$ cat config.mk
export PLATFORM = sky130hd
export DESIGN_NAME = legacy_mem_router
export DESIGN_NICKNAME = d
export VERILOG_FILES = /design/src/rtl/lmr_pkg.sv /design/src/rtl/lmr_cfg_regs.sv /design/src/rtl/lmr_region_decode.sv /design/src/rtl/lmr_smram_decode.sv /design/src/rtl/legacy_mem_router.sv
export SDC_FILE = /design/constraint.sdc
export NUM_CORES = 1
export LEC_CHECK = 0
export ABC_AREA = 1
export BUFFER_PORTS_ARGS = -buffer_cell sky130_fd_sc_hd__buf_2
export CORE_UTILIZATION = 26
export CTS_CLUSTER_SIZE = 14
export DETAILED_ROUTE_END_ITERATION = 8
export PLACE_DENSITY_LB_ADDON = 0.1
export SKIP_LAST_GASP = 1
export SLEW_MARGIN = 25
export SYNTH_ARGS = -nofsm -noshare
export SYNTH_HDL_FRONTEND = slang
export SYNTH_SLANG_ARGS = --single-unit
$ cat constraint.sdc
create_clock -name clk_i -period 1.49 [get_ports clk_i]
set_input_delay 0.2235 -clock clk_i [delete_from_list [all_inputs] [get_ports clk_i]]
set_output_delay 0.2235 -clock clk_i [all_outputs]
set_load 0.05 [all_outputs]
$ cat src/rtl/lmr_pkg.sv
`timescale 1ns/1ps
package lmr_pkg;
  localparam int ADDR_W      = 20;
  localparam int CFG_AW      = 8;
  localparam int ATTR_BASE   = 'h59;
  localparam int ATTR_N      = 7;
  localparam int SMRAM_OFF   = 'h72;
  localparam int SIZE_OFF    = 'h57;
  localparam logic [7:0] SMRAM_RST = 8'h02;
  localparam int OPEN_BIT    = 6;
  localparam int GLOBAL_BIT  = 3;
  localparam int WIN_LO      = 'hA0000;
  localparam int WIN_SZ      = 'h20000;
  localparam int EXP_LO      = 'hC0000;
  localparam int EXP_SZ      = 'h4000;
  localparam int BIOS_LO     = 'hF0000;
  localparam int BIOS_SZ     = 'h10000;
  localparam int NUM_REG     = 13;

  typedef logic [ATTR_N-1:0][7:0] attr_bank_t;
endpackage

$ cat src/rtl/lmr_cfg_regs.sv
`timescale 1ns/1ps
module lmr_cfg_regs
  import lmr_pkg::*;
#(
  parameter int RAM_MB = 128
) (
  input  logic              clk_i,
  input  logic              rst_ni,
  input  logic              we_i,
  input  logic [CFG_AW-1:0] addr_i,
  input  logic [7:0]        wdata_i,
  output logic [7:0]        rdata_o,
  output attr_bank_t        attr_o,
  output logic [7:0]        smram_o
);
  localparam int SIZE_UNITS = (RAM_MB / 8 > 255) ? 255 : RAM_MB / 8;
  localparam logic [7:0] SIZE_BYTE = 8'(SIZE_UNITS);

  attr_bank_t attr_q;
  logic [7:0] smram_q;
  logic       attr_hit;
  logic       smram_hit;

  assign attr_hit  = (int'(addr_i) >= ATTR_BASE) && (int'(addr_i) < ATTR_BASE + ATTR_N);
  assign smram_hit = (int'(addr_i) == SMRAM_OFF);

  for (genvar g = 0; g < ATTR_N; g++) begin : g_attr
    always_ff @(posedge clk_i or negedge rst_ni) begin
      if (!rst_ni)                                             attr_q[g] <= '0;
      else if (we_i && int'(addr_i) == ATTR_BASE + g)          attr_q[g] <= wdata_i;
    end

    p_attr_load_r2: assert property (@(posedge clk_i) disable iff (!rst_ni)
      (we_i && int'(addr_i) == ATTR_BASE + g) |=> (attr_o[g] == $past(wdata_i)));
  end

  always_ff @(posedge clk_i or negedge rst_ni) begin
    if (!rst_ni)               smram_q <= SMRAM_RST;
    else if (we_i && smram_hit) smram_q <= wdata_i;
  end

  always_comb begin
    rdata_o = '0;
    if (attr_hit) begin
      for (int k = 0; k < ATTR_N; k++)
        if (int'(addr_i) == ATTR_BASE + k) rdata_o = attr_q[k];
    end else if (smram_hit) begin
      rdata_o = smram_q;
    end else if (int'(addr_i) == SIZE_OFF) begin
      rdata_o = SIZE_BYTE;
    end
  end

  assign attr_o  = attr_q;
  assign smram_o = smram_q;

  p_unmapped_hold_r2: assert property (@(posedge clk_i) disable iff (!rst_ni)
    (we_i && !attr_hit && !smram_hit) |=> ($stable(attr_o) && $stable(smram_o)));

  p_smram_hold_r9: assert property (@(posedge clk_i) disable iff (!rst_ni)
    !(we_i && smram_hit) |=> $stable(smram_o));
endmodule

$ cat src/rtl/lmr_region_decode.sv
`timescale 1ns/1ps
module lmr_region_decode
  import lmr_pkg::*;
(
  input  logic              clk_i,
  input  logic              rst_ni,
  input  logic [ADDR_W-1:0] addr_i,
  input  logic              write_i,
  input  attr_bank_t        attr_i,
  output logic              hit_o,
  output logic              allow_o
);
  logic [NUM_REG-1:0]      hit;
  logic [NUM_REG-1:0][1:0] fld;

  for (genvar r = 0; r < NUM_REG; r++) begin : g_reg
    localparam int LO  = (r == 0) ? BIOS_LO : EXP_LO + (r - 1) * EXP_SZ;
    localparam int SZ  = (r == 0) ? BIOS_SZ : EXP_SZ;
    localparam int IDX = (r + 1) / 2;
    assign hit[r] = (int'(addr_i) >= LO) && (int'(addr_i) < LO + SZ);
    if (r == 0 || (r % 2) == 0) begin : g_hi
      assign fld[r] = attr_i[IDX][5:4];
    end else begin : g_lo
      assign fld[r] = attr_i[IDX][1:0];
    end
  end

  always_comb begin
    allow_o = 1'b0;
    for (int r = 0; r < NUM_REG; r++)
      if (hit[r]) allow_o = allow_o | (write_i ? fld[r][1] : fld[r][0]);
  end

  assign hit_o = |hit;

  p_one_region_r5: assert property (@(posedge clk_i) disable iff (!rst_ni)
    $onehot0(hit));
endmodule

$ cat src/rtl/lmr_smram_decode.sv
`timescale 1ns/1ps
module lmr_smram_decode
  import lmr_pkg::*;
(
  input  logic [ADDR_W-1:0] addr_i,
  input  logic              smm_i,
  input  logic [7:0]        ctrl_i,
  output logic              hit_o,
  output logic              dram_o,
  output logic              open_o
);
  assign hit_o  = (int'(addr_i) >= WIN_LO) && (int'(addr_i) < WIN_LO + WIN_SZ);
  assign open_o = ctrl_i[OPEN_BIT];
  // SMM with global enable bypasses the open bit
  assign dram_o = (smm_i && ctrl_i[GLOBAL_BIT]) || ctrl_i[OPEN_BIT];
endmodule

$ cat src/rtl/legacy_mem_router.sv
`timescale 1ns/1ps
module legacy_mem_router
  import lmr_pkg::*;
#(
  parameter int RAM_MB = 128
) (
  input  logic              clk_i,
  input  logic              rst_ni,
  input  logic              cfg_we_i,
  input  logic [CFG_AW-1:0] cfg_addr_i,
  input  logic [7:0]        cfg_wdata_i,
  output logic [7:0]        cfg_rdata_o,
  input  logic [ADDR_W-1:0] acc_addr_i,
  input  logic              acc_write_i,
  input  logic              acc_smm_i,
  output logic              to_dram_o,
  output logic              win_ram_o
);
  attr_bank_t attr;
  logic [7:0] smram;
  logic       reg_hit, reg_allow;
  logic       win_hit, win_dram, win_open;

  lmr_cfg_regs #(.RAM_MB(RAM_MB)) u_cfg (
    .clk_i   (clk_i),
    .rst_ni  (rst_ni),
    .we_i    (cfg_we_i),
    .addr_i  (cfg_addr_i),
    .wdata_i (cfg_wdata_i),
    .rdata_o (cfg_rdata_o),
    .attr_o  (attr),
    .smram_o (smram)
  );

  lmr_region_decode u_reg (
    .clk_i   (clk_i),
    .rst_ni  (rst_ni),
    .addr_i  (acc_addr_i),
    .write_i (acc_write_i),
    .attr_i  (attr),
    .hit_o   (reg_hit),
    .allow_o (reg_allow)
  );

  lmr_smram_decode u_win (
    .addr_i (acc_addr_i),
    .smm_i  (acc_smm_i),
    .ctrl_i (smram),
    .hit_o  (win_hit),
    .dram_o (win_dram),
    .open_o (win_open)
  );

  always_comb begin
    if (win_hit)      to_dram_o = win_dram;
    else if (reg_hit) to_dram_o = reg_allow;
    else              to_dram_o = 1'b1;
  end

  assign win_ram_o = win_open;

  p_low_dram_r4: assert property (@(posedge clk_i) disable iff (!rst_ni)
    (int'(acc_addr_i) < WIN_LO) |-> to_dram_o);

  p_smm_global_r8: assert property (@(posedge clk_i) disable iff (!rst_ni)
    (win_hit && acc_smm_i && smram[GLOBAL_BIT]) |-> to_dram_o);

  p_win_closed_r7: assert property (@(posedge clk_i) disable iff (!rst_ni)
    (win_hit && !acc_smm_i && !win_ram_o) |-> !to_dram_o);

  p_region_decoded_r6: assert property (@(posedge clk_i) disable iff (!rst_ni)
    (int'(acc_addr_i) >= EXP_LO) |-> reg_hit);
endmodule

After elaboration in Yosys (flattened, before gate mapping):

Cells that the tools add are included.

* register bits: 64
* input port bits: 41
* output and inout bits: 10
* word-level logic and storage cells: 121

* order comparisons: 29
* equal/unequal tests: 9
* multiplexer cells: 38
* bitwise operators: 12
* reductions and logical operators: 25

Operators with widths (count)
* 20-bit greater-or-equal comparator, second input constant: 14
* 20-bit less-than comparator, second input constant: 13
* 8-bit equality test, second input constant: 9
* 8-bit 2-to-1 mux: 9
* 1-bit 2-to-1 mux: 28
* 1-bit logical AND: 23
* 13-bit OR reduction: 1
* 1-bit OR: 12
* 8-bit by 7-bit greater-or-equal comparator with 1-bit output, second input constant: 1
* 8-bit by 7-bit less-than comparator with 1-bit output, second input constant: 1
* 5-bit 2-to-1 mux: 1
* 1-bit logical OR: 1

Depth between registers and ports, before layout:

Gate-level depths: netlist of run 1.

* depth in word-level cells: 28
* gate-level depth with buffers: 12
* mapped depth without buffers: 11

Modules after synthesis:

From an unflattened synthesis of run 1, not the netlist that was laid out.

* cell total of the unflattened synthesis: 456
* area total of the unflattened synthesis: 3512.1 um2

By module, submodules not included
* lmr_cfg_regs: instances 1, cells an instance 357, area an instance 3079.2 um2, sequential area each 1602.8 um2
* lmr_region_decode: instances 1, cells an instance 87, area an instance 381.6 um2, sequential area each 0.0 um2
* lmr_smram_decode: instances 1, cells an instance 6, area an instance 28.8 um2, sequential area each 0.0 um2
* legacy_mem_router: instances 1, cells an instance 6, area an instance 22.5 um2, sequential area each 0.0 um2

Worst setup path before layout of run 1:

Ideal clock, no wire load.

* kind: input to output
* from: input port acc_write_i
* to: output port to_dram_o
* arrival time: 1.681 ns
* required time: 1.266 ns
* path slack: -0.414 ns
* stages on the path: 9
* buffers on the path: 1
* cells stage by stage: buf_2 > clkinv_1 > o21ai_0 > nand4_1 > nand2_1 > nor2_1 > nand3_1 > nor2_1 > nor2_1

* word-level cells in the longest chain between the ends: 28
* elaborated cells between the ends (all ways): 40
* classes of those cells: 28 x mux; 12 x bitwise

Ends and longest elaborated chain
* start, declared: line legacy_mem_router.sv:14 `input logic acc_write_i,`
* 1-bit 2-to-1 mux (2 in a row): line lmr_region_decode.sv:31 `if (hit[r]) allow_o = allow_o | (write_i ? fld[r][1] : fld[r][0]);`
* 1-bit OR: line lmr_region_decode.sv:31
* 1-bit 2-to-1 mux: line lmr_region_decode.sv:31
* 1-bit OR: line lmr_region_decode.sv:31
* 1-bit 2-to-1 mux: line lmr_region_decode.sv:31
* 1-bit OR: line lmr_region_decode.sv:31
* 1-bit 2-to-1 mux: line lmr_region_decode.sv:31
* 1-bit OR: line lmr_region_decode.sv:31
* [... 11 more ...]
* 1-bit OR: line lmr_region_decode.sv:31
* 1-bit 2-to-1 mux: line lmr_region_decode.sv:31
* 1-bit OR: line lmr_region_decode.sv:31
* 1-bit 2-to-1 mux: line lmr_region_decode.sv:31
* 1-bit OR: line lmr_region_decode.sv:31
* 1-bit 2-to-1 mux *: line lmr_region_decode.sv:31
* 1-bit 2-to-1 mux *: line legacy_mem_router.sv:56 `else if (reg_hit) to_dram_o = reg_allow;`
* 1-bit 2-to-1 mux *: line legacy_mem_router.sv:55 `if (win_hit) to_dram_o = win_dram;`
* end, declared: line legacy_mem_router.sv:16 `output logic to_dram_o,`

Every way passes the cells marked *; elsewhere a longest branch is shown, timed or not.

Worst setup path in the final report of run 1:

* from: register u_cfg.attr_q, in the netlist u_cfg.attr_o[8]
* to: output port to_dram_o

* word-level cells in the longest chain between the ends: 27

Ends and longest elaborated chain
* start, declared: line lmr_cfg_regs.sv:19 `attr_bank_t attr_q;`
* 1-bit 2-to-1 mux *: line lmr_region_decode.sv:31
* 1-bit OR *: line lmr_region_decode.sv:31
* 1-bit 2-to-1 mux *: line lmr_region_decode.sv:31
* 1-bit OR: line lmr_region_decode.sv:31
* 1-bit 2-to-1 mux *: line lmr_region_decode.sv:31
* 1-bit OR: line lmr_region_decode.sv:31
* 1-bit 2-to-1 mux *: line lmr_region_decode.sv:31
* 1-bit OR: line lmr_region_decode.sv:31
* [... 11 more ...]
* 1-bit OR: line lmr_region_decode.sv:31
* 1-bit 2-to-1 mux *: line lmr_region_decode.sv:31
* 1-bit OR: line lmr_region_decode.sv:31
* 1-bit 2-to-1 mux *: line lmr_region_decode.sv:31
* 1-bit OR: line lmr_region_decode.sv:31
* 1-bit 2-to-1 mux *: line lmr_region_decode.sv:31
* 1-bit 2-to-1 mux *: line legacy_mem_router.sv:56
* 1-bit 2-to-1 mux *: line legacy_mem_router.sv:55

Marked as above.

==> impl_metrics.tcl, run 1 <==
set metrics [dict create \
    via_count 3428 \
    drt_first_pass_iters 5 \
    synth_cell_types 29 \
    ant_nets 0 \
    syn-num-nets 496 \
    finClkSkew_ns 0 \
    p_sw_frac 0.239 \
    area_delta_synth_final_pct 48.7 \
    htreeDepth 3 \
    yosysMostFrequentCell "nand2_1" \
    ys_top_cells_by_area "dfrtp_1 45%, nand2_1 14%, o21ai_0 8.6%" \
    criticalPathCategory "flop to output port" \
    synth_edf_count 0 \
    violations "negative setup slack" \
    antenna_cells 0 \
    cts_buffers 9 \
    reg2reg_to "u_cfg.attr_o[9]$_DFFE_PN0P_" \
    timing.rr.start "u_cfg.attr_o[9]$_DFFE_PN0P_" \
    grt_start_max_net_pins 21 \
    finalMaxSlewViolations 0 \
    dpl.hpwl_um 8420 \
    clock-sinks 64 \
    start_kind "flop" \
    whs_path_depth 3 \
    synth_seq_area_share 0.460 \
    io_pins 51 \
    fmax_ghz 0.536 \
    synth_ff_type "dfrtp_1" \
    seqCellArea_mm2 0.00160 \
    nNetsFinal 609 \
    rsz0062_at_grt "true" \
    timing.final.crit_period_ns 1.86 \
    hold_viol_final 0 \
    synth_top_area_frac 0.452 \
    instances_no_fill 745 \
    wire_per_inst_um 14.7 \
    io_buffers 36 \
    switchingPower_mw 1.18 \
    cts-root-buf "clkbuf_16" \
    holdPathEnd "u_cfg.attr_o[0]$_DFFE_PN0P_" \
    start_util 0.272 \
    clk_pin_slew_ns 0.06 \
    p_total_mw 4.95 \
    arrival_ns 1.64 \
    dieArea_mm2 0.0139 \
    place_inst 720 \
    synth_cells 455 \
    synth_top_cell_by_area "dfrtp_1" \
    grt_pass1_vias 3424 \
    dp_slack_ns -0.399 \
    p_comb_frac 0.112 \
    die_height_um 118 \
    crit_path_max_fanout 2 \
    worstSkewPairLatency_ns 0.33 \
    maxCapViolations 0 \
    clockPowerShare 0.504 \
    gp_congestion 0.877 \
    powerDensity_mw_per_mm2 953 \
    worst_ep_required_time_ns 1.27 \
    p_leak_nw 2.39 \
    ctsLongestPathBuffers 2 \
    worst_slew_pin_slew_ns 0.386 \
    cp-end-kind "output port" \
    ys_async_sr_fraction 1.00 \
    drive_gt1_frac 0.344 \
    grt_antenna_before_repair 0 \
    relSlewSlack 0.743 \
    ff2ff_path_depth 4 \
    ys_ff_latch 64 \
    postRouteWirelength_um 10900 \
    finalCritPeriodShare 1.25 \
    peakVddDrop_mv 0.580 \
    grt.overflow.total 0 \
    place_area_mm2 0.00442 \
    seqPwrFrac 0.384 \
    utilization 0.404 \
    design.core.area_mm2 0.0128 \
    syn-mean-instance-area_um2 7.66 \
    syn_area_mm2 0.00349 \
    worstHoldPathType "input pin to flop" \
    setup_viol 9 \
    run_status "finished with violations" \
    drcViolationCount 0 \
    die_w_um 118 \
    r2r_setup_slack_ns 0.62 \
    synthTopCellsByCount "132 x nand2_1, 63 x dfrtp_1, 60 x o21ai_0" \
    grt_pass1_wl_um 18100 \
    synth_warnings 0 \
    min-delay-start "cfg_wdata_i[0]" \
    vias_per_cell 4.60 \
    fill_cells 1365 \
    design_area_mm2 0.00519 \
    first_iter_violations 183 \
    p_int_mw 3.76 \
    cts_tree "done" \
    grt_usage 0.169 \
    rows 41 \
    setup_ws_ns -0.374 \
    multi_input_area_mm2 0.00182 \
    final.setup.tns_ns -1.85 \
    hold-worst-slack_ns 0.117 \
]
==> worst max-delay path by stage <==
stage                                startpoint             end  slack (ns)  cells after the start
detailed placement                cfg_addr_i[7]  cfg_rdata_o[4]       -0.40                      9
CTS                 u_cfg.attr_o[9]$_DFFE_PN0P_       to_dram_o       -0.42                     11
floorplan                         cfg_addr_i[7]  cfg_rdata_o[1]       -0.06                      8
global placement                  cfg_addr_i[7]  cfg_rdata_o[4]       -0.42                      9
global route        u_cfg.attr_o[9]$_DFFE_PN0P_       to_dram_o       -0.51                     11
finish              u_cfg.attr_o[8]$_DFFE_PN0P_       to_dram_o       -0.37                     11
==> flip-flops by register name, indices dropped and copies added (netlist names) <==
signal         count
u_cfg.attr_o      56
u_cfg.smram_o      8
==> power by group through the flow <==
stage / Sequential (mW) / Combinational (mW) / Clock (mW)
after global placement: 1.93 / 0.491 / 0
final: 1.90 / 0.554 / 2.49
after detailed placement: 1.93 / 0.493 / 0
after CTS: 1.90 / 0.538 / 2.53
after floorplan: 1.92 / 0.202 / 0
after global routing: 1.91 / 0.614 / 2.60
==> metal layers <==
layer | global-route usage | part of all wire | vias up
met2 | 0.285 | 0.49 | 52
li1 | - | - | 1731
met1 | 0.218 | 0.47 | 1627
met3 | 0.0233 | 0.023 | 18
met4 | 0.0657 | 0.021 | 0
met5 | 0 | 0 | -
==> what timing repair did <==
| action | in CTS | in global routing |
|---|---|---|
| hold buffers | 1 | 0 |
| endpoints found under the setup margin | 9 | 9 |
| hold endpoints to repair | 10 | 0 |
| cloned | 0 | 0 |
| resized for setup | 65 | 38 |
| pin swaps | 24 | 28 |
| setup buffers | 8 | 3 |
==> layout by cell type (no fill, tap or decap), types with 2 or more instances in the layout <==
cell type / netlist / layout
nor2_2: 2 / 9
buf_12: 0 / 6
buf_4: 2 / 56
bufinv_16: 0 / 3
nand2_4: 2 / 4
nand3_1: 43 / 25
inv_1: 41 / 34
clkbuf_16: 0 / 9
o21ai_0: 60 / 57
nand2_1: 132 / 125
buf_6: 5 / 28
inv_4: 0 / 3
nor2_4: 6 / 11
nand2_2: 2 / 7
buf_8: 0 / 2
clkinv_4: 0 / 2
o21a_1: 14 / 14
inv_2: 2 / 5
nor3_4: 1 / 2
nor2_1: 36 / 24
dfrtp_1: 63 / 63
nor3_1: 4 / 2
o21ai_1: 0 / 3
a21oi_1: 3 / 3
buf_2: 5 / 22
nand3_2: 3 / 20
nand4_1: 20 / 20
==> cells by family (layout without fill, tap and decap cells) <==
family	count (synthesis)	in the layout	synth area share
AO/OA/AOI/OAI	79	79	0.125
buffers and inverters	58	176	0.0775
flip-flops	64	64	0.460
AND/OR/NAND/NOR	254	254	0.338
==> area by class of cell <==
| class | instances | share of cell area |
|---|---|---|
| multi-input cells | 333 | 0.351 |
| flip-flops and latches | 64 | 0.309 |
| repair buffers | 115 | 0.194 |
| clock buffers | 11 | 0.0468 |
| well taps | 172 | 0.0415 |
| inverters | 45 | 0.0374 |
| clock inverters | 5 | 0.0200 |
==> critical path, cell delays in order, from the launching register on <==
cell	delay [ns]
dfrtp_1	0.39
inv_1	0.07
nor2_1	0.05
nor2_2	0.09
nor2_1	0.06
nor2_1	0.08
nand3_1	0.07
nor2_1	0.08
nand3_1	0.10
nor2_2	0.14
nor2_4	0.04
buf_6	0.14
Power figures use the tool's default switching activity.
==> inputs of run 2 (changes only) <==
--- a/config.mk
+++ b/config.mk
@@ -5,7 +5,6 @@
 export SDC_FILE = /design/constraint.sdc
 export NUM_CORES = 1
 export LEC_CHECK = 0
-export ABC_AREA = 1
 export BUFFER_PORTS_ARGS = -buffer_cell sky130_fd_sc_hd__buf_2
 export CORE_UTILIZATION = 26
 export CTS_CLUSTER_SIZE = 14
==> run 2 against run 1 <==
Largest cell class unchanged. Cell count down 24%. Register-to-register slack worse by 0.14 ns. The run still ends with negative setup slack left. Critical endpoint unchanged. Cell area down 0.72%. Setup slack worse by 0.28 ns.
==> impl_metrics.tcl, run 2 <==
set metrics [dict create \
    die_w_um 118 \
    io_buffers 36 \
    antenna_cells 0 \
    synth_cells 267 \
    grt.overflow.total 0 \
    cts_buffers 9 \
    synthTopCellsByCount "69 x mux2_2, 63 x dfrtp_1, 16 x mux2i_1" \
    cp_top_family "multiplexers" \
    powerDensity_mw_per_mm2 968 \
    wire_per_inst_um 18.7 \
    dpl.hpwl_um 7810 \
    timing.final.crit_period_ns 2.14 \
    design.core.area_mm2 0.0128 \
    ys_ff_latch 64 \
    p_leak_nw 2.50 \
    gp_congestion 0.748 \
    vias_per_cell 4.67 \
    postRouteWirelength_um 10600 \
    rows 41 \
    timing.critical_path.buf_inv 1 \
    ys_async_sr_fraction 1.00 \
    yosysMostFrequentCell "mux2_2" \
    dieArea_mm2 0.0139 \
    largest_reg_flops 56 \
    instances_no_fill 565 \
    area_delta_synth_final_pct 47.9 \
    synth_seq_area_share 0.460 \
    worstSkewPairLatency_ns 0.33 \
    grt_pass1_wl_um 17000 \
    rsz0062_at_grt "true" \
    p_total_mw 4.98 \
    synth_ff_type "dfrtp_1" \
    clock-sinks 64 \
    drt_first_pass_iters 4 \
    dp_slack_ns -0.489 \
    r2r_setup_slack_ns 0.48 \
    cts-root-buf "clkbuf_16" \
    ctsLongestPathBuffers 2 \
    synth_edf_count 0 \
    finalMaxSlewViolations 0 \
    place_inst 546 \
    mostFrequentLayoutCells "80 x buf_4, 63 x dfrtp_1, 60 x mux2_2" \
    ys_top_cells_by_area "dfrtp_1 45%, mux2_2 22%, mux2i_1 4.6%" \
    crit_path_max_fanout 2 \
    setup_ws_ns -0.653 \
    cts_tree "done" \
    arrival_ns 1.92 \
    peakVddDrop_mv 0.583 \
    synth_top_cell_by_area "dfrtp_1" \
    htreeDepth 3 \
    grt_usage 0.166 \
    mostFrequentLayoutCell "buf_4" \
    worst_ep_required_time_ns 1.27 \
    run_status "finished with violations" \
    first_iter_violations 78 \
    hold-worst-slack_ns 0.238 \
    grt_start_max_net_pins 65 \
    cp_slowest_cell "mux4_2" \
    criticalPathCategory "flop to output port" \
    cp-end-kind "output port" \
    via_count 2640 \
    place_area_mm2 0.00460 \
    finClkSkew_ns 0 \
    finalCritPeriodShare 1.44 \
    ant_nets 0 \
    drive_gt1_frac 0.656 \
    path_cells "mux4_2 > nor3b_2 > a221oi_2 > a31oi_4 > buf_6" \
    final.setup.tns_ns -4.24 \
    nNetsFinal 429 \
    worstHoldPathType "input pin to flop" \
    worst_slew_pin_slew_ns 0.350 \
    syn-mean-instance-area_um2 13.0 \
    grt_antenna_before_repair 0 \
    start_util 0.271 \
    critPathMaxStageDelay_ns 0.45 \
    die_height_um 118 \
    synth_cell_types 47 \
    synth_warnings 0 \
    design_area_mm2 0.00515 \
    syn-num-nets 308 \
    fmax_ghz 0.467 \
    synth_top_area_frac 0.453 \
    utilization 0.401 \
    maxCapViolations 0 \
    drcViolationCount 0 \
    clk_pin_slew_ns 0.06 \
    hold_viol_final 0 \
    syn_area_mm2 0.00348 \
    relSlewSlack 0.761 \
    start_kind "flop" \
    setup_viol 17 \
    violations "negative setup slack" \
    grt_pass1_vias 2901 \
    io_pins 51 \
]
[run 2: cell count changes in the layout (fill, tap and decap cells not counted), moves of 19 or more]
| cell | delta |
|---|---|
| buf_4 | +24 |
| buf_6 | -21 |
| inv_1 | -30 |
| mux2_2 | +60 |
| nand2_1 | -116 |
| nand3_1 | -25 |
| nand3_2 | -19 |
| nor2_1 | -22 |
| o21ai_0 | -57 |
[run 2: final cells by class]
| type | count | area (um^2) |
|---|---|---|
| repair buffers | 124 | 1000 |
| flip-flops and latches | 64 | 1600 |
| fillers | 1257 | 7680 |
| multi-input cells | 185 | 1960 |
| well taps | 172 | 215 |
| clock buffers | 10 | 239 |
| inverters | 4 | 15.0 |
| clock inverters | 6 | 115 |
[run 2: final timing paths]
kind                                                     end  depth (start not counted)                    startpoint
max in group asynchronous       u_cfg.smram_o[1]$_DFFE_PN1P_                          3                        rst_ni
min in group asynchronous       u_cfg.attr_o[50]$_DFFE_PN0P_                          3                        rst_ni
worst min register to register  u_cfg.attr_o[54]$_DFFE_PN0P_                          1  u_cfg.attr_o[54]$_DFFE_PN0P_
worst max register to register  u_cfg.attr_o[24]$_DFFE_PN0P_                          3  u_cfg.attr_o[24]$_DFFE_PN0P_
worst min-delay path            u_cfg.attr_o[43]$_DFFE_PN0P_                          2                cfg_wdata_i[3]
worst max-delay path                               to_dram_o                          5  u_cfg.attr_o[32]$_DFFE_PN0P_
[run 2: cell families (layout without fill, tap and decap cells)]
kind of cell,Yosys count,in the layout,synth area share
multiplexers,96,96,0.323
AND/OR/NAND/NOR,47,47,0.0927
AO/OA/AOI/OAI,42,42,0.0942
flip-flops,64,64,0.460
buffers and inverters,18,144,0.0295
[run 2: per-layer routing]
metal / track usage / up-vias / wire (um)
met5: 0 / - / 0
met4: 0.0385 / 0 / 95
met3: 0.0436 / 6 / 280
met2: 0.249 / 35 / 4770
met1: 0.236 / 1324 / 5420
li1: - / 1275 / -
[run 2: repair_timing]
action,in CTS,in global routing
setup buffers,3,0
gates resized for setup,44,7
pin swaps,9,6
hold buffers,1,0
endpoints found under the hold margin,63,0
setup endpoints to repair,33,24
[run 2: power by group]
| part | internal [mW] | switching (mW) |
|---|---|---|
| logic | 0.321 | 0.291 |
| clock network | 1.69 | 0.810 |
| registers | 1.82 | 0.0515 |
[run 2: worst register-to-register path, cell delays in order (launching register included)]
cell	delay [ns]
dfrtp_1	0.38
buf_4	0.14
buf_4	0.12
mux2_4	0.25
==> inputs of run 3 (changes only) <==
--- a/config.mk
+++ b/config.mk
@@ -9,6 +9,7 @@
 export CORE_UTILIZATION = 26
 export CTS_CLUSTER_SIZE = 14
 export DETAILED_ROUTE_END_ITERATION = 8
+export GPL_TIMING_DRIVEN = 0
 export PLACE_DENSITY_LB_ADDON = 0.1
 export SKIP_LAST_GASP = 1
 export SLEW_MARGIN = 25
==> run 3 against run 2 <==
The flow still finishes with violations (negative setup slack). Combinational power decreased by 4.1%. Die area unchanged. Non-clock buffer count shrank 40. Utilization shrank 1.6 points. Clock skew unchanged. Critical path depth unchanged. Register-to-register slack about the same. Sequential cell count unchanged. Setup slack worse by 0.018 ns. First-iteration DRC count up 56%. Via count fell by 2.0%. Sequential power is essentially flat.
==> impl_metrics.tcl, run 3 (same netlist as run 2, synthesis figures left out) <==
set metrics [dict create \
    run_status "finished with violations" \
    violations "negative setup slack" \
    die_height_um 118 \
    fmax_ghz 0.463 \
    crit_path_max_fanout 3 \
    powerDensity_mw_per_mm2 975 \
    setup_viol 17 \
    p_sw_frac 0.228 \
    cp_slowest_cell "mux4_2" \
    ctsLongestPathBuffers 2 \
    timing.critical_path.buf_inv 1 \
    worst_slew_pin_slew_ns 0.770 \
    maxCapViolations 0 \
    antenna_cells 0 \
    grt_start_max_net_pins 35 \
    seqPwrFrac 0.391 \
    die_w_um 118 \
    drive_gt1_frac 0.609 \
    start_util 0.271 \
    drt_first_pass_iters 4 \
    postRouteWirelength_um 10500 \
    area_delta_synth_final_pct 42.1 \
    finClkSkew_ns 0 \
    mostFrequentLayoutCell "dfrtp_1" \
    io_pins 51 \
    grt_pass1_vias 2780 \
    cts_tree "done" \
    vias_per_cell 4.93 \
    path_cells "mux4_2 > nor3b_4 > a221oi_2 > a31oi_4 > buf_6" \
    p_leak_nw 2.33 \
    wire_per_inst_um 20.0 \
    nNetsFinal 389 \
    hold_viol_final 0 \
    rsz0062_at_grt "true" \
    design.core.area_mm2 0.0128 \
    io_buffers 34 \
    peakVddDrop_mv 0.580 \
    grt.overflow.total 0 \
    worst_ep_required_time_ns 1.27 \
    criticalPathCategory "flop to output port" \
    dieArea_mm2 0.0139 \
    timing.final.crit_period_ns 2.16 \
    mostFrequentLayoutCells "63 x dfrtp_1, 62 x mux2_2, 32 x buf_4" \
    largest_reg_flops 56 \
    critPathMaxStageDelay_ns 0.45 \
    cp_top_family "multiplexers" \
    grt_pass1_wl_um 16700 \
    arrival_ns 1.94 \
    dp_slack_ns -0.936 \
    rows 41 \
    cp-end-kind "output port" \
    cts_buffers 9 \
    first_iter_violations 122 \
    setup_ws_ns -0.671 \
    cts-root-buf "clkbuf_16" \
    via_count 2586 \
    worstHoldPathType "input pin to flop" \
    clockPowerShare 0.488 \
    clk_pin_slew_ns 0.05 \
    dpl.hpwl_um 6950 \
    p_comb_frac 0.122 \
    htreeDepth 3 \
    grt_usage 0.164 \
    relSlewSlack 0.473 \
    clock-sinks 64 \
    p_int_mw 3.72 \
    drcViolationCount 0 \
    hold-worst-slack_ns 0.240 \
    finalMaxSlewViolations 0 \
    grt_antenna_before_repair 0 \
    switchingPower_mw 1.10 \
    finalCritPeriodShare 1.45 \
    ant_nets 0 \
    start_kind "flop" \
    gp_congestion 0.765 \
    worstSkewPairLatency_ns 0.33 \
]
## run 3: changes by cell type in the layout (fill, tap and decap cells not counted), sizes merged
cell and delta:
buf -43, inv -2, clkinv -1, bufinv -1, clkbuf +7
## run 3: final timing paths
path                                              startpoint                            to  slack [ns]  cells after the start
worst max-delay path            u_cfg.attr_o[24]$_DFFE_PN0P_                     to_dram_o       -0.67                      5
worst min-delay path                          cfg_wdata_i[3]  u_cfg.attr_o[27]$_DFFE_PN0P_        0.24                      2
worst max register to register  u_cfg.attr_o[25]$_DFFE_PN0P_  u_cfg.attr_o[25]$_DFFE_PN0P_        0.47                      3
worst min register to register  u_cfg.attr_o[35]$_DFFE_PN0P_  u_cfg.attr_o[35]$_DFFE_PN0P_        0.50                      1
max in group asynchronous                             rst_ni  u_cfg.smram_o[1]$_DFFE_PN1P_        0.51                      3
min in group asynchronous                             rst_ni  u_cfg.attr_o[34]$_DFFE_PN0P_        0.38                      2
## run 3: power by group through the flow
stage               Sequential [mW]  Combinational (mW)  Clock, mW
finish                         1.88               0.587       2.35
global route                   1.89               0.636       2.48
CTS                            1.88               0.573       2.38
detailed placement             1.91               0.470          0
global placement               1.91               0.460          0
floorplan                      1.89               0.291          0
## run 3: routing by layer
layer,global-route usage,share of wire,wire length (um),vias to the layer above
met5,0,0,0,-
li1,-,-,-,1196
met3,0.0247,0.023,238,13
met4,0.0641,0.015,163,0
met1,0.232,0.51,5320,1343
met2,0.249,0.46,4800,34
## run 3: cell type report
class	count	area (um^2)
multi-input cells	185	2010
inverters	4	18.8
clock buffers	14	274
plain buffers	14	181
fillers	1248	7880
well taps	172	215
clock inverters	2	60.1
repair buffers	70	583
flip-flops and latches	64	1600
## run 3: repair_timing
item	in CTS	in global routing
endpoints found under the hold margin	30	0
buffers inserted	32	2
hold buffers	1	0
endpoints found under the setup margin	57	33
pin swaps	12	5
gates resized for setup	51	17
## run 3: stage by stage
stage	instances	TNS (ns)	utilization	area [um^2]	total power, mW
2_1_floorplan	267	-3.69	-	3640	2.18
3_3_place_gp	473	-51.86	0.314	4030	2.37
3_5_place_dp	474	-38.87	0.316	4050	2.38
4_1_cts	523	-4.42	0.379	4860	4.84
5_1_grt	525	-5.17	0.386	4940	5.01
6_report	525	-4.16	0.386	4940	4.82
